<file path="src/rtl/pktcnt_pkg.sv">
package pktcnt_pkg;

    // Occupancy states of the buffer.
    typedef enum logic [1:0] {
        OCC_EMPTY   = 2'd0,
        OCC_PARTIAL = 2'd1,
        OCC_FULL    = 2'd2
    } occ_state_e;

    // Width of a level counter able to hold 0..depth.
    function automatic int level_width(input int depth);
        return $clog2(depth) + 1;
    endfunction

endpackage

</file>
<file path="src/rtl/pktcnt_store.sv">
module pktcnt_store #(
    parameter int DEPTH  = 8,
    parameter int WORD_W = 11
) (
    input  logic                         clk,
    input  logic                         rst_n,
    input  logic                         push,
    input  logic                         pop,
    input  logic [WORD_W-1:0]            wdata,
    output logic [WORD_W-1:0]            rdata,
    output logic [$clog2(DEPTH):0]       level
);
    localparam int PTR_W = $clog2(DEPTH);

    logic [WORD_W-1:0] mem [DEPTH];
    logic [PTR_W:0]    wr_ptr;
    logic [PTR_W:0]    rd_ptr;

    // Pointers carry one extra wrap bit so full and empty differ.
    always_ff @(posedge clk or negedge rst_n) begin
        if (!rst_n) begin
            wr_ptr <= '0;
            rd_ptr <= '0;
        end else begin
            if (push) wr_ptr <= wr_ptr + 1'b1;
            if (pop)  rd_ptr <= rd_ptr + 1'b1;
        end
    end

    always_ff @(posedge clk) begin
        if (push) mem[wr_ptr[PTR_W-1:0]] <= wdata;
    end

    assign rdata = mem[rd_ptr[PTR_W-1:0]];
    assign level = wr_ptr - rd_ptr;

endmodule

</file>
<file path="src/rtl/pktcnt_occ_fsm.sv">
module pktcnt_occ_fsm
    import pktcnt_pkg::*;
#(
    parameter int DEPTH = 8,
    parameter int LVL_W = 4
) (
    input  logic             clk,
    input  logic             rst_n,
    input  logic             push,
    input  logic             pop,
    input  logic [LVL_W-1:0] level,
    output occ_state_e       state,
    output logic             in_ready,
    output logic             out_valid
);
    localparam logic [LVL_W-1:0] LVL_ONE     = LVL_W'(1);
    localparam logic [LVL_W-1:0] LVL_NEAR    = LVL_W'(DEPTH - 1);

    occ_state_e state_q;
    occ_state_e state_d;

    // State register.
    always_ff @(posedge clk or negedge rst_n) begin
        if (!rst_n) state_q <= OCC_EMPTY;
        else        state_q <= state_d;
    end

    // Transitions.
    always_comb begin
        state_d = state_q;
        unique case (state_q)
            OCC_EMPTY: begin
                if (push) state_d = OCC_PARTIAL;
            end
            OCC_PARTIAL: begin
                if (push && !pop && level == LVL_NEAR)
                    state_d = OCC_FULL;
                else if (pop && !push && level == LVL_ONE)
                    state_d = OCC_EMPTY;
            end
            OCC_FULL: begin
                if (pop) state_d = OCC_PARTIAL;
            end
            default: state_d = OCC_EMPTY;
        endcase
    end

    // Outputs.
    always_comb begin
        in_ready  = 1'b0;
        out_valid = 1'b0;
        unique case (state_q)
            OCC_EMPTY:   begin in_ready = 1'b1; out_valid = 1'b0; end
            OCC_PARTIAL: begin in_ready = 1'b1; out_valid = 1'b1; end
            OCC_FULL:    begin in_ready = 1'b0; out_valid = 1'b1; end
            default:     begin in_ready = 1'b0; out_valid = 1'b0; end
        endcase
    end

    assign state = state_q;

endmodule

</file>
<file path="src/rtl/pktcnt_id_bank.sv">
module pktcnt_id_bank #(
    parameter int ID_W  = 2,
    parameter int LVL_W = 4
) (
    input  logic                    clk,
    input  logic                    rst_n,
    input  logic                    push,
    input  logic [ID_W-1:0]         push_id,
    input  logic                    push_last,
    input  logic                    pop,
    input  logic [ID_W-1:0]         pop_id,
    input  logic                    pop_last,
    input  logic [ID_W-1:0]         sel_id,
    output logic                    pop_first,
    output logic signed [LVL_W:0]   sel_pkt,
    output logic [LVL_W-1:0]        sel_beats,
    output logic                    sel_whole
);
    localparam int NUM_ID = 1 << ID_W;
    localparam int PC_W   = LVL_W + 1;

    logic signed [PC_W-1:0] pkt_q   [NUM_ID];
    logic [LVL_W-1:0]       beat_q  [NUM_ID];
    logic [NUM_ID-1:0]      first_q;

    for (genvar g = 0; g < NUM_ID; g++) begin : g_tag
        logic hit_in;
        logic hit_out;
        logic pkt_up;
        logic pkt_dn;

        assign hit_in  = push && (push_id == ID_W'(g));
        assign hit_out = pop  && (pop_id  == ID_W'(g));
        assign pkt_up  = hit_in  && push_last;
        assign pkt_dn  = hit_out && first_q[g];

        // Packet balance: end-of-packet in, opening beat out.
        always_ff @(posedge clk or negedge rst_n) begin
            if (!rst_n) begin
                pkt_q[g] <= '0;
            end else begin
                unique case ({pkt_up, pkt_dn})
                    2'b10:   pkt_q[g] <= pkt_q[g] + PC_W'(1);
                    2'b01:   pkt_q[g] <= pkt_q[g] - PC_W'(1);
                    default: pkt_q[g] <= pkt_q[g];
                endcase
            end
        end

        // Beat balance.
        always_ff @(posedge clk or negedge rst_n) begin
            if (!rst_n) begin
                beat_q[g] <= '0;
            end else begin
                unique case ({hit_in, hit_out})
                    2'b10:   beat_q[g] <= beat_q[g] + LVL_W'(1);
                    2'b01:   beat_q[g] <= beat_q[g] - LVL_W'(1);
                    default: beat_q[g] <= beat_q[g];
                endcase
            end
        end

        // Opening-beat recovery on the read side.
        always_ff @(posedge clk or negedge rst_n) begin
            if (!rst_n)       first_q[g] <= 1'b1;
            else if (hit_out) first_q[g] <= pop_last;
        end
    end

    assign pop_first = first_q[pop_id];
    assign sel_pkt   = pkt_q[sel_id];
    assign sel_beats = beat_q[sel_id];
    assign sel_whole = !sel_pkt[PC_W-1] && (sel_pkt != '0);

endmodule

</file>
<file path="src/rtl/pktcnt_fifo.sv">
module pktcnt_fifo
    import pktcnt_pkg::*;
#(
    parameter int DATA_W = 8,
    parameter int ID_W   = 2,
    parameter int DEPTH  = 8
) (
    input  logic                               clk,
    input  logic                               rst_n,
    input  logic                               in_valid,
    output logic                               in_ready,
    input  logic [DATA_W-1:0]                  in_data,
    input  logic                               in_last,
    input  logic [ID_W-1:0]                    in_id,
    output logic                               out_valid,
    input  logic                               out_ready,
    output logic [DATA_W-1:0]                  out_data,
    output logic                               out_last,
    output logic [ID_W-1:0]                    out_id,
    output logic                               out_first,
    input  logic [ID_W-1:0]                    sel_id,
    output logic signed [$clog2(DEPTH)+1:0]    sel_pkt_count,
    output logic [$clog2(DEPTH):0]             sel_beat_count,
    output logic                               sel_whole
);
    localparam int LVL_W  = level_width(DEPTH);
    localparam int WORD_W = DATA_W + ID_W + 1;

    logic              push;
    logic              pop;
    logic [LVL_W-1:0]  level;
    logic [WORD_W-1:0] wr_word;
    logic [WORD_W-1:0] rd_word;
    occ_state_e        occ_state;

    assign push    = in_valid  && in_ready;
    assign pop     = out_valid && out_ready;
    assign wr_word = {in_id, in_last, in_data};

    pktcnt_store #(
        .DEPTH (DEPTH),
        .WORD_W(WORD_W)
    ) u_store (
        .clk  (clk),
        .rst_n(rst_n),
        .push (push),
        .pop  (pop),
        .wdata(wr_word),
        .rdata(rd_word),
        .level(level)
    );

    pktcnt_occ_fsm #(
        .DEPTH(DEPTH),
        .LVL_W(LVL_W)
    ) u_occ (
        .clk      (clk),
        .rst_n    (rst_n),
        .push     (push),
        .pop      (pop),
        .level    (level),
        .state    (occ_state),
        .in_ready (in_ready),
        .out_valid(out_valid)
    );

    assign out_data = rd_word[DATA_W-1:0];
    assign out_last = rd_word[DATA_W];
    assign out_id   = rd_word[WORD_W-1:DATA_W+1];

    pktcnt_id_bank #(
        .ID_W (ID_W),
        .LVL_W(LVL_W)
    ) u_bank (
        .clk      (clk),
        .rst_n    (rst_n),
        .push     (push),
        .push_id  (in_id),
        .push_last(in_last),
        .pop      (pop),
        .pop_id   (out_id),
        .pop_last (out_last),
        .sel_id   (sel_id),
        .pop_first(out_first),
        .sel_pkt  (sel_pkt_count),
        .sel_beats(sel_beat_count),
        .sel_whole(sel_whole)
    );

endmodule

</file>
<file path="config.mk">
export PLATFORM = sky130hd
export DESIGN_NAME = pktcnt_fifo
export DESIGN_NICKNAME = d
export VERILOG_FILES = /design/src/rtl/pktcnt_pkg.sv /design/src/rtl/pktcnt_store.sv /design/src/rtl/pktcnt_occ_fsm.sv /design/src/rtl/pktcnt_id_bank.sv /design/src/rtl/pktcnt_fifo.sv
export SDC_FILE = /design/constraint.sdc
export NUM_CORES = 1
export LEC_CHECK = 0
export BUFFER_PORTS_ARGS = -buffer_cell sky130_fd_sc_hd__buf_2
export CAP_MARGIN = 20
export CORE_MARGIN = 10
export CORE_UTILIZATION = 60
export CTS_BUF_LIST = sky130_fd_sc_hd__clkbuf_16
export DETAILED_ROUTE_END_ITERATION = 7
export HOLD_SLACK_MARGIN = 0.1
export PLACE_DENSITY_LB_ADDON = 0.1
export SLEW_MARGIN = 20
export SYNTH_ARGS = -nofsm -noshare
export SYNTH_HDL_FRONTEND = slang
export SYNTH_HIERARCHICAL = 1
export SYNTH_SLANG_ARGS = --single-unit
</file>
<file path="constraint.sdc">
create_clock -name clk -period 9.9 [get_ports clk]
set_clock_uncertainty 0.2 [all_clocks]
set_input_delay 0.99 -clock clk [delete_from_list [all_inputs] [get_ports clk]]
set_output_delay 0.99 -clock clk [all_outputs]
set_load 0.1 [all_outputs]
</file>
==> impl_metrics.yaml, run 1 <==
route:
  drtIter0Drc: 405
  dr.pass1.iters: 4
  drtAntennaViolNets: 0
  wire_per_inst_um: 19.0
  vias_per_cell: 5.88
  vias: 4166
  drc: 0
  routed_wl_um: 13500
final_layout:
  stdcell_area_um2: 7910
  antenna_cells: 0
  stdcell_count: 709
  synthToLayoutAreaGrowth_pct: 13.0
  layout-drive-gt1-share_pct: 21.4
  fillers: 803
  nets: 611
clock_network:
  clk-insertion-delay-late_ps: 410
  clk_pin_slew_ps: 60
  clock_tree.root_cell: "clkbuf_16"
  cts_resized: 0
  h-tree-depth: 4
  cts_buffers: 17
  cts_tree: "done"
  clock_sinks: 138
  post-cts-setup-buffers: 0
  postCtsHoldBufs: 0
  cts_max_path_buffers: 2
worst_setup_path:
  slowest_delay_ps: 1040
  critPathArrivalTime_ps: 2950
  slowest_stage: "dfrtp_1"
  worst-path-max-fanout: 25
  cp.buffers_inverters: 1
  cp_cell_sequence: "mux4_2 > nand2_1 > nand2_1 > mux4_2 > buf_2"
  crit_family: "flip-flops"
  critPathLaunchType: "flip-flop"
  critPathLaunch: "u_store/rd_ptr[1]"
  reg2reg_slack_ps: 5810
  cp-end-kind: "output port"
  cp.required_ps: 8710
  r2r-start: "u_store/rd_ptr[1]"
  critical_path_class: "flip-flop to output port"
floorplanning:
  die_y_um: 128
  die-width_um: 128
  ioPinCount: 41
  die_area_um2: 16400
  start_util_pct: 61.3
  core_area_um2: 11400
  num_rows: 39
yosys:
  synth_ff_type: "edfxtp_1"
  yosysSeqAreaShare_pct: 55.7
  yosys_warnings: 6
  synth-simple-area-share_pct: 8.72
  netlist_area_um2: 7000
  yosys.area_share.xor_xnor_pct: 6.13
  synthMuxAreaShare_pct: 12.7
  synthArstFlopShare_pct: 36.2
  synthesis.nets: 566
  synth.distinct_cells: 53
  yosys.area_share.adder_pct: 7.87
  avgSynthCellArea_um2: 13.8
  ys_ff_latch: 138
  yosys.area.top_type_share_pct: 37.8
  synth-edff-count: 88
  synth_area_leaders: "edfxtp_1 38%, dfrtp_1 16%, mux4_2 7.4%, ha_1 6.4%, nand2_1 3.6%"
  synth_top_family_by_area: "multiplexers"
  syn_inst: 508
  synth_compound_area_share_pct: 5.31
  yosys.area.top_type: "edfxtp_1"
sta:
  finalCriticalPeriod_ps: 4140
  tightest_slew_ps: 1060
  setup_ws_ps: 5760
  setup_tns_ps: 0
  slew_violations: 0
  slew_headroom_pct: 29.5
  rsz0062_at_grt: "false"
  fmax_ghz: 0.241
  setup-violations-final: 0
  period_share_pct: 41.9
  finalHoldViolCount: 0
place:
  portBuffers: 40
  placed_cell_area_um2: 7280
  place_inst: 677
  hpwlAfterDp_um: 8990
  place.gp.congestion: 0.822
  place_ws_ps: 5800
hold_path:
  hold_start: "u_bank/pkt_q[14]"
  hp-class: "flip-flop to flip-flop"
job:
  cap_violations: 0
global_route:
  grt_pass1_vias: 4351
  grt_overflow: 0
  grtUsageTotal_pct: 17.3
  grt_pass1_wl_um: 22200
  antenna_found_initial: 0
  grt_max_degree: 51
status:
  status: "finished, final reports clean"
[cells in the final DEF, fill, tap and decap left out, types with 4 or more instances in the layout]
cell type,count
dfrtp_1,46
a21o_1,5
ha_1,36
xor2_1,25
xnor2_1,24
mux4_2,23
o21ai_0,15
nand2_1,67
buf_2,40
bufinv_16,4
clkbuf_16,17
mux4_1,9
buf_4,6
a21oi_1,13
nand2b_1,9
inv_1,25
nor2b_1,4
edfxtp_1,88
nand3_1,5
dfstp_2,4
fa_1,5
and2_1,7
mux2_2,8
nor2_1,22
[cells in the mapped netlist (9+ instances only)]
cell type and count:
inv_1 24, a21oi_1 13, dfrtp_1 46, nand2_1 67, nand2b_1 9, nor2_1 25, mux4_2 23, mux4_1 9
xor2_1 25, o21ai_0 15, edfxtp_1 88, xnor2_1 24, ha_1 36
[registers in the layout, indices dropped and copies added, names as in the netlist]
register,cells
u_store/mem,88
u_store/rd_ptr,4
u_occ/state,2
u_store/wr_ptr,4
u_bank/pkt_q,20
u_bank/first_q,4
u_bank/beat_q,16
[worst paths after layout]
| kind | end | cells after the start |
|---|---|---|
| max | out_first | 5 |
| min | u_bank/pkt_q[14] | 1 |
| max reg2reg | u_bank/pkt_q[19] | 13 |
| min reg2reg | u_bank/pkt_q[14] | 1 |
| max in group asynchronous | u_store/wr_ptr[1] | 2 |
| min in group asynchronous | u_bank/beat_q[4] | 2 |
[through the flow]
stage	hold WS [ps]	utilization [%]
after global placement	249	63.6
after floorplan	234	-
after global routing	277	69.3
after CTS	266	69.3
after detailed placement	254	63.8
final	262	69.3
[per-layer routing]
| layer | share of wire (%) | global-route usage [%] | up-vias | routed length [um] |
|---|---|---|---|---|
| li1 | - | - | 1949 | - |
| met3 | 4.8 | 4.22 | 31 | 651 |
| met1 | 42 | 21.2 | 2088 | 5690 |
| met2 | 50 | 28.3 | 98 | 6750 |
| met5 | 0 | 0 | - | 0 |
| met4 | 2.8 | 8.28 | 0 | 376 |
[cell families (layout without fill, tap and decap cells)]
| kind of cell | after synthesis | after routing |
|---|---|---|
| AO/OA/AOI/OAI | 58 | 58 |
| XOR/XNOR | 49 | 49 |
| adder cells (fa/ha/maj) | 41 | 41 |
| buffers and inverters | 46 | 104 |
| flip-flops | 138 | 138 |
| multiplexers | 44 | 44 |
| AND/OR/NAND/NOR | 132 | 132 |
[final cells by class]
cell class | instances | area (um2) | share of cell area (%)
well taps | 143 | 179 | 2.26
clock buffers | 17 | 425 | 5.38
clock inverters | 15 | 200 | 2.53
repair buffers | 47 | 256 | 3.24
inverters | 25 | 93.8 | 1.19
flip-flops and latches | 138 | 3900 | 49.3
multi-input cells | 324 | 2860 | 36.1
Power of run 1 is left out: the tool's default activity adds up to more than one toggle a clock period on the data nets, which glitch-free logic cannot reach.
==> inputs of run 2 (changes only) <==
--- a/config.mk
+++ b/config.mk
@@ -8,7 +8,7 @@
 export BUFFER_PORTS_ARGS = -buffer_cell sky130_fd_sc_hd__buf_2
 export CAP_MARGIN = 20
 export CORE_MARGIN = 10
-export CORE_UTILIZATION = 60
+export CORE_UTILIZATION = 55
 export CTS_BUF_LIST = sky130_fd_sc_hd__clkbuf_16
 export DETAILED_ROUTE_END_ITERATION = 7
 export HOLD_SLACK_MARGIN = 0.1
==> constraint.sdc (replaced) <==
create_clock -name clk -period 3.45 [get_ports clk]
set_clock_uncertainty 0.2 [all_clocks]
set_input_delay 0.345 -clock clk [delete_from_list [all_inputs] [get_ports clk]]
set_output_delay 0.345 -clock clk [all_outputs]
set_load 0.1 [all_outputs]
==> impl_metrics.yaml, run 2 (synthesis results as in run 1) <==
final_layout:
  stdcell_area_um2: 8280
  multiInputGateArea_um2: 2920
  largest_register_ffs: 88
  fillers: 944
  synthToLayoutAreaGrowth_pct: 18.3
  antenna_cells: 0
  layout-drive-gt1-share_pct: 25.0
  postLayoutCoreUtil_pct: 66.2
  nets: 645
  seqCellArea_um2: 3900
  layout_commonest_cell: "edfxtp_1"
  layout_common_cells: "88 x edfxtp_1, 62 x nand2_1, 45 x dfrtp_1"
clock_network:
  clk_pin_slew_ps: 60
  cts_buffers: 17
  cts_max_path_buffers: 2
  clock_sinks: 138
  h-tree-depth: 4
  clock_tree.root_cell: "clkbuf_16"
  cts_tree: "done"
  clk-insertion-delay-late_ps: 420
sta:
  setup-violations-final: 0
  slew_headroom_pct: 52.3
  fmax_ghz: 0.311
  slew_violations: 0
  setup_ws_ps: 236
  tightest_slew_ps: 716
  period_share_pct: 93.2
  finalCriticalPeriod_ps: 3210
  finalHoldViolCount: 0
  rsz0062_at_grt: "false"
global_route:
  grtUsageTotal_pct: 16.9
  grt_max_degree: 29
  grt_overflow: 0
  antenna_found_initial: 0
  grt_pass1_vias: 4397
  grt_pass1_wl_um: 23300
route:
  drtAntennaViolNets: 0
  wire_per_inst_um: 18.0
  dr.pass1.iters: 4
  drtIter0Drc: 358
  drc: 0
  routed_wl_um: 13900
  vias: 4237
  vias_per_cell: 5.49
status:
  status: "finished, final reports clean"
worst_setup_path:
  slowest_stage: "mux4_2"
  critPathArrivalTime_ps: 3320
  cp.required_ps: 3560
  slowest_delay_ps: 500
  worst-path-max-fanout: 10
  cp_cell_sequence: "buf_4 > mux4_2 > nand2_2 > nand2_8 > and3_4 > and2_1 > ha_2 > xor2_1 > ha_1 > o21ai_1 > nand2_1 > o311ai_0 > a21oi_1 > xnor2_1"
  critPathLaunchType: "flip-flop"
  cp-end-kind: "flip-flop"
  critical_path_class: "flip-flop to flip-flop"
place:
  hpwlAfterDp_um: 9750
  place.gp.congestion: 0.853
  place_ws_ps: 125
  placed_cell_area_um2: 7560
  portBuffers: 40
floorplanning:
  ioPinCount: 41
  start_util_pct: 55.9
  die_area_um2: 17600
  num_rows: 41
  core_area_um2: 12500
  die_y_um: 133
  die-width_um: 133
hold_path:
  hp-class: "flip-flop to flip-flop"
job:
  cap_violations: 0
==> run 2: cell types whose count changed in the layout (fill, tap and decap cells not counted), sizes merged <==
cell | previous run | this run
buf | 47 | 69
bufinv | 4 | 3
clkinv | 5 | 6
dlygate4sd3 | 0 | 12
==> run 2: worst max-delay path, delay by kind of cell (launching register included) <==
family	cells	cell delay (ps)
AND/OR/NAND/NOR	5	600
flip-flops	1	410
adder cells (fa/ha/maj)	2	490
AO/OA/AOI/OAI	3	420
buffers and inverters	1	150
multiplexers	1	500
XOR/XNOR	2	320
==> run 2: final cells by class <==
| class | instances | share of cell area [%] |
|---|---|---|
| multi-input cells | 324 | 35.3 |
| inverters | 25 | 1.13 |
| clock buffers | 17 | 5.14 |
| clock inverters | 15 | 2.08 |
| flip-flops and latches | 138 | 47.1 |
| repair buffers | 81 | 6.68 |
| well taps | 172 | 2.60 |
==> run 2: final timing paths <==
kind / end / depth (start not counted) / slack [ps] / startpoint
worst max register to register: u_bank/pkt_q[4] / 14 / 240 / u_store/rd_ptr[0]
max in group asynchronous: u_store/rd_ptr[3] / 3 / 1930 / rst_n
min in group asynchronous: u_bank/pkt_q[19] / 2 / 320 / rst_n
worst min-delay path: u_bank/beat_q[11] / 1 / 260 / u_bank/beat_q[11]
worst min register to register: u_bank/beat_q[11] / 1 / 260 / u_bank/beat_q[11]
worst max-delay path: u_bank/pkt_q[4] / 14 / 240 / u_store/rd_ptr[0]
==> run 2: routing by layer <==
layer	wire [um]	vias up	GRT usage, %
li1	-	2020	-
met1	5990	2118	20.6
met2	7200	80	28.4
met3	473	19	3.71
met4	244	0	6.72
met5	0	-	0
==> run 2: repair_timing <==
action                                 in CTS  in global routing
buffers inserted                            0                  0
setup endpoints to repair                   0                  5
gates resized for setup                     0                  3
hold buffers                               12                  0
endpoints found under the hold margin     111                  0
==> run 2: stage by stage <==
step,hold WS [ps],TNS (ps),std cells
floorplan,-151,-11.2,508
global placement,236,0,728
detailed placement,255,0,728
CTS,269,0,772
global route,292,0,772
finish,263,0,772
Power of run 2 is left out for the same reason.
==> inputs of run 3 (changes only) <==
--- a/config.mk
+++ b/config.mk
@@ -6,13 +6,14 @@
 export NUM_CORES = 1
 export LEC_CHECK = 0
 export BUFFER_PORTS_ARGS = -buffer_cell sky130_fd_sc_hd__buf_2
-export CAP_MARGIN = 20
+export CAP_MARGIN = 15
 export CORE_MARGIN = 10
 export CORE_UTILIZATION = 55
 export CTS_BUF_LIST = sky130_fd_sc_hd__clkbuf_16
 export DETAILED_ROUTE_END_ITERATION = 7
 export HOLD_SLACK_MARGIN = 0.1
 export PLACE_DENSITY_LB_ADDON = 0.1
+export RECOVER_POWER = 100
 export SLEW_MARGIN = 20
 export SYNTH_ARGS = -nofsm -noshare
 export SYNTH_HDL_FRONTEND = slang
==> impl_metrics.yaml, run 3 (synthesis results as in run 1) <==
clock_network:
  cts_tree: "done"
  clock_sinks: 138
  clk-insertion-delay-late_ps: 420
  clock_tree.root_cell: "clkbuf_16"
  cts_max_path_buffers: 2
  clk_pin_slew_ps: 60
  h-tree-depth: 4
  cts_buffers: 17
status:
  status: "finished with violations"
  failed_checks: "max-capacitance violations, max-slew violations"
floorplanning:
  num_rows: 41
  start_util_pct: 55.9
  die-width_um: 133
  die_area_um2: 17600
  core_area_um2: 12500
  ioPinCount: 41
  die_y_um: 133
worst_setup_path:
  worst-path-max-fanout: 6
  slowest_stage: "mux4_2"
  cp-end-kind: "flip-flop"
  critPathArrivalTime_ps: 3380
  slowest_delay_ps: 500
  cp.buffers_inverters: 1
  crit_family: "compound AO/OA/AOI/OAI gates"
  cp.required_ps: 3590
  crit_top_cell: "ha_1"
  critical_path_class: "flip-flop to flip-flop"
  cp_cell_sequence: "buf_4 > mux4_2 > nand2_2 > nand2_8 > nor3b_2 > and2_0 > ha_1 > xor2_1 > ha_1 > o21ai_0 > o221ai_1 > a21oi_1 > xnor2_1"
  critPathLaunchType: "flip-flop"
sta:
  slew_headroom_pct: -14.6
  setup_ws_ps: 208
  finalHoldViolCount: 0
  rsz0062_at_grt: "false"
  setup_tns_ps: 0
  slew_violations: 29
  fmax_ghz: 0.308
  setup-violations-final: 0
  finalCriticalPeriod_ps: 3240
  period_share_pct: 94.0
  holdWs_ps: 263
  tightest_slew_ps: 1720
route:
  vias_per_cell: 5.52
  vias: 4263
  dr.pass1.iters: 5
  wire_per_inst_um: 18.1
  drc: 0
  routed_wl_um: 13900
  drtIter0Drc: 364
  drtAntennaViolNets: 0
hold_path:
  hp-class: "flip-flop to flip-flop"
global_route:
  grt_pass1_vias: 4397
  grtUsageTotal_pct: 16.9
  grt_overflow: 0
  grt_pass1_wl_um: 23300
  antenna_found_initial: 0
  grt_max_degree: 29
place:
  hpwlAfterDp_um: 9750
  place.gp.congestion: 0.853
  portBuffers: 40
  place_ws_ps: 125
final_layout:
  layout-drive-gt1-share_pct: 17.5
  nets: 645
  synthToLayoutAreaGrowth_pct: 16.4
  multiInputGateArea_um2: 2900
  layout_common_cells: "88 x edfxtp_1, 62 x nand2_1, 45 x dfrtp_1"
  antenna_cells: 0
  seqCellArea_um2: 3900
  largest_register_ffs: 88
  fillers: 978
  layout_commonest_cell: "edfxtp_1"
job:
  cap_violations: 1
==> run 3: path summary, 6_finish.rpt <==
kind	end	slack [ps]	startpoint	depth (start not counted)
max	u_bank/pkt_q[19]	210	u_store/rd_ptr[0]	13
min	u_bank/beat_q[11]	260	u_bank/beat_q[11]	1
max reg2reg	u_bank/pkt_q[19]	210	u_store/rd_ptr[0]	13
min reg2reg	u_bank/beat_q[11]	260	u_bank/beat_q[11]	1
max in group asynchronous	u_store/rd_ptr[3]	910	rst_n	3
min in group asynchronous	u_bank/pkt_q[17]	720	rst_n	2
==> run 3: worst reg2reg max path: stages (launching register included) <==
cell and delay (ps):
dfrtp_2 410, buf_4 150, mux4_2 500, nand2_2 130, nand2_8 70, nor3b_2 200, and2_0 220, ha_1 200
xor2_1 70, ha_1 240, o21ai_0 250, o221ai_1 160, a21oi_1 220, xnor2_1 150
==> run 3: cell type report <==
type | count | area share, %
clock buffers | 17 | 5.22
clock inverters | 15 | 2.12
inverters | 25 | 1.15
multi-input cells | 324 | 35.6
flip-flops and latches | 138 | 47.9
well taps | 172 | 2.64
repair buffers | 81 | 5.44
==> run 3: per-stage QoR <==
| step | utilization (%) | cell area [um2] | instances |
|---|---|---|---|
| CTS | 66.1 | 8280 | 772 |
| floorplan | - | 7070 | 508 |
| finish | 65.1 | 8150 | 772 |
| global placement | 60.4 | 7560 | 728 |
| global route | 65.1 | 8150 | 772 |
| detailed placement | 60.4 | 7560 | 728 |
==> run 3: repair_timing <==
item / in CTS / in global routing
hold endpoints to repair: 111 / 0
buffers inserted: 0 / 0
endpoints found under the setup margin: 0 / 5
resized for setup: 0 / 3
hold buffers: 12 / 0
==> run 3: routing by layer <==
metal	GRT usage, %	routed length (um)	up-vias
li1	-	-	2020
met1	20.6	5960	2133
met2	28.4	7270	93
met3	3.71	490	17
met4	6.72	215	0
met5	0	0	-
Power of run 3 is left out for the same reason.
